[src/rtl/pause_pkg.sv]
package pause_pkg;
    // bytes of a received frame needed to hold the whole control header
    localparam int HDR_BYTES = 18;

    typedef enum logic {G_IDLE, G_SEND} gen_st_e;

    // constant header bytes at fixed offsets; zero elsewhere (also the pad value)
    function automatic logic [7:0] fixed_byte(input int unsigned idx);
        case (idx)
            0:       fixed_byte = 8'h01;
            1:       fixed_byte = 8'h80;
            2:       fixed_byte = 8'hC2;
            5:       fixed_byte = 8'h01;
            12:      fixed_byte = 8'h88;
            13:      fixed_byte = 8'h08;
            15:      fixed_byte = 8'h01;
            default: fixed_byte = 8'h00;
        endcase
    endfunction

    function automatic logic is_fixed(input int unsigned idx);
        is_fixed = (idx < 6) || (idx >= 12 && idx < 16);
    endfunction
endpackage

[src/rtl/pause_rx_parse.sv]
module pause_rx_parse
    import pause_pkg::*;
(
    input  logic        clk,
    input  logic        rst_n,
    input  logic        rx_valid,
    input  logic [7:0]  rx_data,
    input  logic        rx_sof,
    input  logic        rx_eof,
    output logic        load,
    output logic [15:0] load_val
);
    localparam int CNT_W = $clog2(HDR_BYTES + 1);
    localparam logic [CNT_W-1:0] HDR_C = CNT_W'(HDR_BYTES);

    typedef struct packed {
        logic             in_frame;
        logic             match;
        logic [CNT_W-1:0] cnt;
        logic [15:0]      tval;
    } prs_t;

    prs_t st_d, st_q;

    always_comb begin
        st_d = st_q;
        load = 1'b0;
        if (rx_valid) begin
            if (rx_sof) begin
                st_d.in_frame = !rx_eof;
                st_d.cnt      = CNT_W'(1);
                st_d.match    = (rx_data == fixed_byte(0));
                st_d.tval     = '0;
            end else if (st_q.in_frame) begin
                if (st_q.cnt < HDR_C) begin
                    st_d.cnt = st_q.cnt + CNT_W'(1);
                    if (is_fixed(int'(st_q.cnt)))
                        st_d.match = st_q.match && (rx_data == fixed_byte(int'(st_q.cnt)));
                    if (int'(st_q.cnt) == 16) st_d.tval[15:8] = rx_data;
                    if (int'(st_q.cnt) == 17) st_d.tval[7:0]  = rx_data;
                end
                if (rx_eof) begin
                    st_d.in_frame = 1'b0;
                    load = st_q.match && (st_q.cnt == HDR_C);
                end
            end
        end
    end

    assign load_val = st_q.tval;

    always_ff @(posedge clk or negedge rst_n) begin
        if (!rst_n) st_q <= '0;
        else        st_q <= st_d;
    end

    // the byte counter never runs past the header length
    p_cnt_bound_r2: assert property (@(posedge clk) disable iff (!rst_n)
        st_q.cnt <= HDR_C);
endmodule

[src/rtl/pause_timer.sv]
module pause_timer #(
    parameter int QUANTUM_BITS = 512
) (
    input  logic        clk,
    input  logic        rst_n,
    input  logic        bit_tick,
    input  logic        pause_en,
    input  logic        load,
    input  logic [15:0] load_val,
    output logic        paused
);
    localparam int SUB_W = (QUANTUM_BITS > 2) ? $clog2(QUANTUM_BITS) : 1;
    localparam logic [SUB_W-1:0] SUB_LAST = SUB_W'(QUANTUM_BITS - 1);

    typedef struct packed {
        logic [15:0]      quanta;
        logic [SUB_W-1:0] sub;
    } tmr_t;

    tmr_t st_d, st_q;

    always_comb begin
        st_d = st_q;
        if (!pause_en) begin
            st_d.quanta = '0;
            st_d.sub    = '0;
        end else if (load) begin
            st_d.quanta = load_val;
            st_d.sub    = '0;
        end else if (bit_tick && st_q.quanta != '0) begin
            if (st_q.sub == SUB_LAST) begin
                st_d.sub    = '0;
                st_d.quanta = st_q.quanta - 16'd1;
            end else begin
                st_d.sub = st_q.sub + SUB_W'(1);
            end
        end
    end

    assign paused = (st_q.quanta != '0);

    always_ff @(posedge clk or negedge rst_n) begin
        if (!rst_n) st_q <= '0;
        else        st_q <= st_d;
    end

    // losing pause capability empties the timer on the next edge
    p_cap_clear_r7: assert property (@(posedge clk) disable iff (!rst_n)
        !pause_en |=> st_q.quanta == '0);
    // an accepted frame sets the remaining time to its own value
    p_replace_r5: assert property (@(posedge clk) disable iff (!rst_n)
        (pause_en && load) |=> st_q.quanta == $past(load_val));
    // without a load the count only goes down
    p_down_only_r4: assert property (@(posedge clk) disable iff (!rst_n)
        (pause_en && !load) |=> st_q.quanta <= $past(st_q.quanta));
    // no strobe, no movement
    p_no_tick_r11: assert property (@(posedge clk) disable iff (!rst_n)
        (pause_en && !load && !bit_tick) |=> $stable(st_q.quanta) && $stable(st_q.sub));
endmodule

[src/rtl/pause_tx_gen.sv]
module pause_tx_gen
    import pause_pkg::*;
#(
    parameter int MIN_FRAME = 60
) (
    input  logic        clk,
    input  logic        rst_n,
    input  logic        gen_req,
    input  logic [15:0] gen_time,
    input  logic [47:0] dev_addr,
    input  logic        gen_ready,
    output logic        gen_valid,
    output logic [7:0]  gen_data,
    output logic        gen_sof,
    output logic        gen_eof
);
    localparam int IDX_W = $clog2(MIN_FRAME);
    localparam logic [IDX_W-1:0] LAST = IDX_W'(MIN_FRAME - 1);

    typedef struct packed {
        gen_st_e          st;
        logic [IDX_W-1:0] idx;
        logic [47:0]      addr;
        logic [15:0]      tval;
    } gen_t;

    gen_t st_d, st_q;

    always_comb begin
        st_d = st_q;
        case (st_q.st)
            G_IDLE: if (gen_req && gen_time != '0) begin
                st_d.st   = G_SEND;
                st_d.idx  = '0;
                st_d.addr = dev_addr;
                st_d.tval = gen_time;
            end
            G_SEND: if (gen_ready) begin
                if (st_q.idx == LAST) begin
                    st_d.st  = G_IDLE;
                    st_d.idx = '0;
                end else begin
                    st_d.idx = st_q.idx + IDX_W'(1);
                end
            end
            default: st_d.st = G_IDLE;
        endcase
    end

    // byte selection by position in the frame
    always_comb begin
        int unsigned i;
        logic [47:0] sh;
        i  = int'(st_q.idx);
        sh = '0;
        if (is_fixed(i)) begin
            gen_data = fixed_byte(i);
        end else if (i >= 6 && i < 12) begin
            sh       = st_q.addr << (8 * (i - 6));
            gen_data = sh[47:40];
        end else if (i == 16) begin
            gen_data = st_q.tval[15:8];
        end else if (i == 17) begin
            gen_data = st_q.tval[7:0];
        end else begin
            gen_data = 8'h00;
        end
    end

    assign gen_valid = (st_q.st == G_SEND);
    assign gen_sof   = gen_valid && (st_q.idx == '0);
    assign gen_eof   = gen_valid && (st_q.idx == LAST);

    always_ff @(posedge clk or negedge rst_n) begin
        if (!rst_n) st_q <= '{st: G_IDLE, idx: '0, addr: '0, tval: '0};
        else        st_q <= st_d;
    end

    // a stalled byte is held unchanged
    p_stall_hold_r10: assert property (@(posedge clk) disable iff (!rst_n)
        (gen_valid && !gen_ready) |=> gen_valid && $stable(gen_data) && $stable(gen_sof) && $stable(gen_eof));
    // exactly one frame per request, so the stream stops after its last byte
    p_end_idle_r9: assert property (@(posedge clk) disable iff (!rst_n)
        (gen_valid && gen_ready && gen_eof) |=> !gen_valid);
endmodule

[src/rtl/pause_ctl.sv]
module pause_ctl #(
    parameter int QUANTUM_BITS = 512,
    parameter int MIN_FRAME    = 60
) (
    input  logic        clk,
    input  logic        rst_n,
    input  logic        bit_tick,
    input  logic        pause_en,
    input  logic        rx_valid,
    input  logic [7:0]  rx_data,
    input  logic        rx_sof,
    input  logic        rx_eof,
    input  logic        data_start,
    output logic        data_start_ok,
    output logic        paused,
    input  logic [47:0] dev_addr,
    input  logic        gen_req,
    input  logic [15:0] gen_time,
    input  logic        gen_ready,
    output logic        gen_valid,
    output logic [7:0]  gen_data,
    output logic        gen_sof,
    output logic        gen_eof
);
    logic        ld;
    logic [15:0] ld_val;

    pause_rx_parse u_parse (
        .clk(clk), .rst_n(rst_n), .rx_valid(rx_valid), .rx_data(rx_data),
        .rx_sof(rx_sof), .rx_eof(rx_eof), .load(ld), .load_val(ld_val)
    );

    pause_timer #(.QUANTUM_BITS(QUANTUM_BITS)) u_timer (
        .clk(clk), .rst_n(rst_n), .bit_tick(bit_tick), .pause_en(pause_en),
        .load(ld), .load_val(ld_val), .paused(paused)
    );

    pause_tx_gen #(.MIN_FRAME(MIN_FRAME)) u_gen (
        .clk(clk), .rst_n(rst_n), .gen_req(gen_req), .gen_time(gen_time),
        .dev_addr(dev_addr), .gen_ready(gen_ready), .gen_valid(gen_valid),
        .gen_data(gen_data), .gen_sof(gen_sof), .gen_eof(gen_eof)
    );

    // only the start of a new data frame is gated
    assign data_start_ok = data_start && !paused;

    // an accepted non-zero pause closes the gate on the very next cycle
    p_gate_close_r8: assert property (@(posedge clk) disable iff (!rst_n)
        (pause_en && ld && ld_val != '0) |=> !data_start_ok);
endmodule

[config.mk]
export PLATFORM = sky130hd
export DESIGN_NAME = pause_ctl
export DESIGN_NICKNAME = d
export VERILOG_FILES = /design/src/rtl/pause_pkg.sv /design/src/rtl/pause_rx_parse.sv /design/src/rtl/pause_timer.sv /design/src/rtl/pause_tx_gen.sv /design/src/rtl/pause_ctl.sv
export SDC_FILE = /design/constraint.sdc
export NUM_CORES = 1
export LEC_CHECK = 0
export BUFFER_PORTS_ARGS = -buffer_cell sky130_fd_sc_hd__buf_2
export CAP_MARGIN = 20
export CORE_MARGIN = 8
export CORE_UTILIZATION = 55
export DETAILED_ROUTE_END_ITERATION = 10
export PLACE_DENSITY = 0.84
export SYNTH_ARGS = -nofsm -noshare
export SYNTH_HDL_FRONTEND = slang
export SYNTH_SLANG_ARGS = --single-unit
export TNS_END_PERCENT = 100
[constraint.sdc]
create_clock -name clk -period 7.7 [get_ports clk]
set_input_delay 0.77 -clock clk [delete_from_list [all_inputs] [get_ports clk]]
set_output_delay 0.77 -clock clk [all_outputs]
set_load 0.01 [all_outputs]
==> metrics.md <==
| Metric | Value |
|---|---|
| Status | completed |
| # rows | 38 |
| Antenna-violating nets left | 0 |
| Least-Margin Pin Slew | 1.01 ns |
| CP Buf/Inv Count | 2 |
| CTS tree | yes |
| Setup Fix Bufs, Post-CTS | 0 |
| Final Setup Violations | 0 |
| Worst EP arrival | between 3 and 4 ns |
| Max-Cap Viols | 0 |
| Area growth syn-to-layout | 18.5% |
| Detailed-route via count | about 4800 |
| Power Density | 299 nW/um^2 |
| Hold Vio Cnt, Final | 0 |
| Skew-Pair Late Insertion Delay | 0.41 ns |
| Die width | between 100 and 150 um |
| CTS Buffer Depth | 2 |
| Pleak | 3.23 nW |
| I/O pin count | 95 |
| Setup TNS | 0 ns |
| Core ar. | 10900 um^2 |
| Post-synth EDFFs | 0 |
| Hpwl dp | about 11 mm |
| Post-route DRC | 0 |
| Synth Register Bits | about 120 |
| Required time of the critical path | 6.93 ns |
| Crit-path cells | inv_1 -> ha_1 -> nand4bb_1 -> nor3_1 -> a222oi_1 -> o21a_1 -> a21oi_1 -> buf_2 |
| Num CTS Buffers | 17 |
| Layout Skew | 0.00735 ns |
| Routability cong. | 0.928 |
| I/O Buffers | 94 |
| Main flop type after synthesis | dfrtp_1 |
| WL per Instance | 19.0 um |
| Clock sinks | 119 |
| Minimum clock period | 4.21 ns |
| Initial DRC count | 496 |
| CP endpoint kind | output port |
| Slowest cell on crit path | dfrtp_1 |
| Most common cell after layout, fill and taps aside | dfrtp_1 |
| Register clock-pin slew on the reported worst setup and hold paths | 0.05 ns |
| Post-CTS resize count | 0 |
| First-pass detailed-route iteration total | 5 |
| Synth Instances | 544 |
| Nets@finish | 727 |
| DR vias/cell | 6.06 |
| Largest net degree at the start of global routing | 63 |
| Post-Route WL | 14.9 mm |
| Vias in the first global route | slightly below 5000 |
| H-tree Lvls | 4 |
| Worst min path class | primary input to asynchronous set/reset pin |
| Count of different cell masters after synthesis | 61 |
| Total track usage | 21.1% |
| Initial Util | between 50% and 60% |
| Hold_buf cts | 0 |
| Share of cells above drive strength 1 | a little under two fifths |
| Synthesized area per cell | 11.4 um^2 |
| Syn nets | roughly 640 |
| Synth warn | 0 |
| CP max stage delay | 1.00 ns |
| Initial antenna violation count | 0 |
| Die H | 122 um |
| Slew HR | 32.6% |
| Root buffer cell | clkbuf_16 |
| First-pass GRT wire length | 24.6 mm |
| Final period utilization | 54.6% |
| Worst-path fanout max | 21 |
| Ys async rst share | between 90% and 100% |
| Setup crit start kind | flip-flop |
| Fin. max-slew vios | 0 |
| Seq/Total Area, Yosys | 48.0% |
| Most frequent cells in the layout | dfrtp_1, buf_2, mux2_2, nand2_1, o21ai_0 |
| Max Fclk | 238 MHz |
| RSZ-0062 raised after global routing | false |
| Peak supply drop | 0.232 mV |
| Min Hold Slack | 0.453 ns |
| Gr ovfl total | 0 |
| # diodes | 0 |
| Setup CP Type | flip-flop to output port |
| CP delay by family, top | flip-flops |
| Cell Area, Synth | ~6200 um^2 |
| Die Footprint | 14900 um^2 |
==> cell usage after synthesis, drive strengths merged (4+ instances only) <==
cell,number,area [um^2]
nand4,4,31.3
buf,9,43.8
a31oi,5,31.3
dfrtp,119,2980
o21ai,33,165
a21oi,17,85.1
and3,6,37.5
xnor2,6,52.6
nor4,8,56.3
nor2b,5,31.3
o31ai,4,30.0
clkbuf,18,70.1
mux2i,9,90.1
nand2,35,131
and2,14,87.6
nand2b,7,43.8
nand3,16,85.1
mux2,89,1000
a22oi,11,82.6
xor2,11,96.3
mux4,8,180
nor3,8,40.0
inv,13,48.8
nor2,30,128
ha,13,163
==> path summary, 6_finish.rpt <==
check,startpoint,end,slack (ns),depth (start not counted)
worst max-delay path,u_gen.st_q[64],gen_data[0],3.49,8
worst min-delay path,rst_n,u_gen.st_q[39],0.45,1
worst max register to register,u_timer.st_q[0],u_timer.st_q[19],4.88,10
worst min register to register,u_parse.load_val[8],u_timer.st_q[17],0.48,1
max in group asynchronous,rst_n,u_gen.st_q[16],6.00,2
min in group clk,u_parse.load_val[8],u_timer.st_q[17],0.48,1
==> stage by stage <==
stage | util (%) | area, um^2 | worst slack [ns] | cells | power [W]
after floorplan | - | 6210 | 4.55 | 544 | 0.00124
after CTS | 67.3 | 7350 | 3.51 | 785 | 0.00220
final | 67.3 | 7350 | 3.49 | 785 | 0.00220
after detailed placement | 61.9 | 6770 | 3.98 | 753 | 0.00142
after global routing | 67.3 | 7350 | 3.15 | 785 | 0.00230
after global placement | 61.9 | 6770 | 4.07 | 753 | 0.00139
==> power breakdown <==
part / leakage (nW) / switching [W] / internal, W
sequential: 1.50 / 0.000132 / 0.000770
clock: 0.268 / 0.000296 / 0.000476
combinational: 1.47 / 0.000243 / 0.000281
==> layout make-up <==
type | instances | area [um^2]
Clock buffer | 17 | 425
Fill cell | 837 | 3580
Sequential cell | 119 | 2980
Clock inverter | 15 | 155
Inverter | 13 | 48.8
Tap cell | 140 | 175
Multi-Input combinational cell | 385 | 3080
Timing Repair Buffer | 96 | 488
==> metal layers <==
metal | vias up | share of wire, % | track usage [%]
met1 | 2354 | 41 | 25.1
met4 | 0 | 2.9 | 9.98
li1 | 2177 | - | -
met5 | - | 0 | 0
met3 | 41 | 6.9 | 6.66
met2 | 188 | 49 | 34.3
==> worst register-to-register path, delay by kind of cell (launching register included) <==
family          cells  cell delay (ns)
fa+ha+maj           2             0.51
xor+xnor            1             0.16
flops               1             0.39
simple gates        6             1.53
compound gates      1             0.08
==> cell families (layout without fill, tap and decap cells) <==
family / after synthesis / count (layout) / synth area share [%]
adders and majority gates: 13 / 13 / 2.62
muxes: 106 / 106 / 20.5
DFF: 119 / 119 / 48.0
AOI/OAI and AO/OA: 93 / 93 / 9.52
xor gates and xnor gates: 17 / 17 / 2.40
and+or+nand+nor: 156 / 156 / 14.4
buffers and inverters: 40 / 141 / 2.62
==> registers in the layout (all words and copies together) (netlist names) <==
| name | count |
|---|---|
| u_gen.st_q | 70 |
| u_timer.st_q | 25 |
| u_parse.load_val | 16 |
| u_parse.st_q | 7 |
| u_gen.gen_valid | 1 |
(Power assumes the default switching activity.)
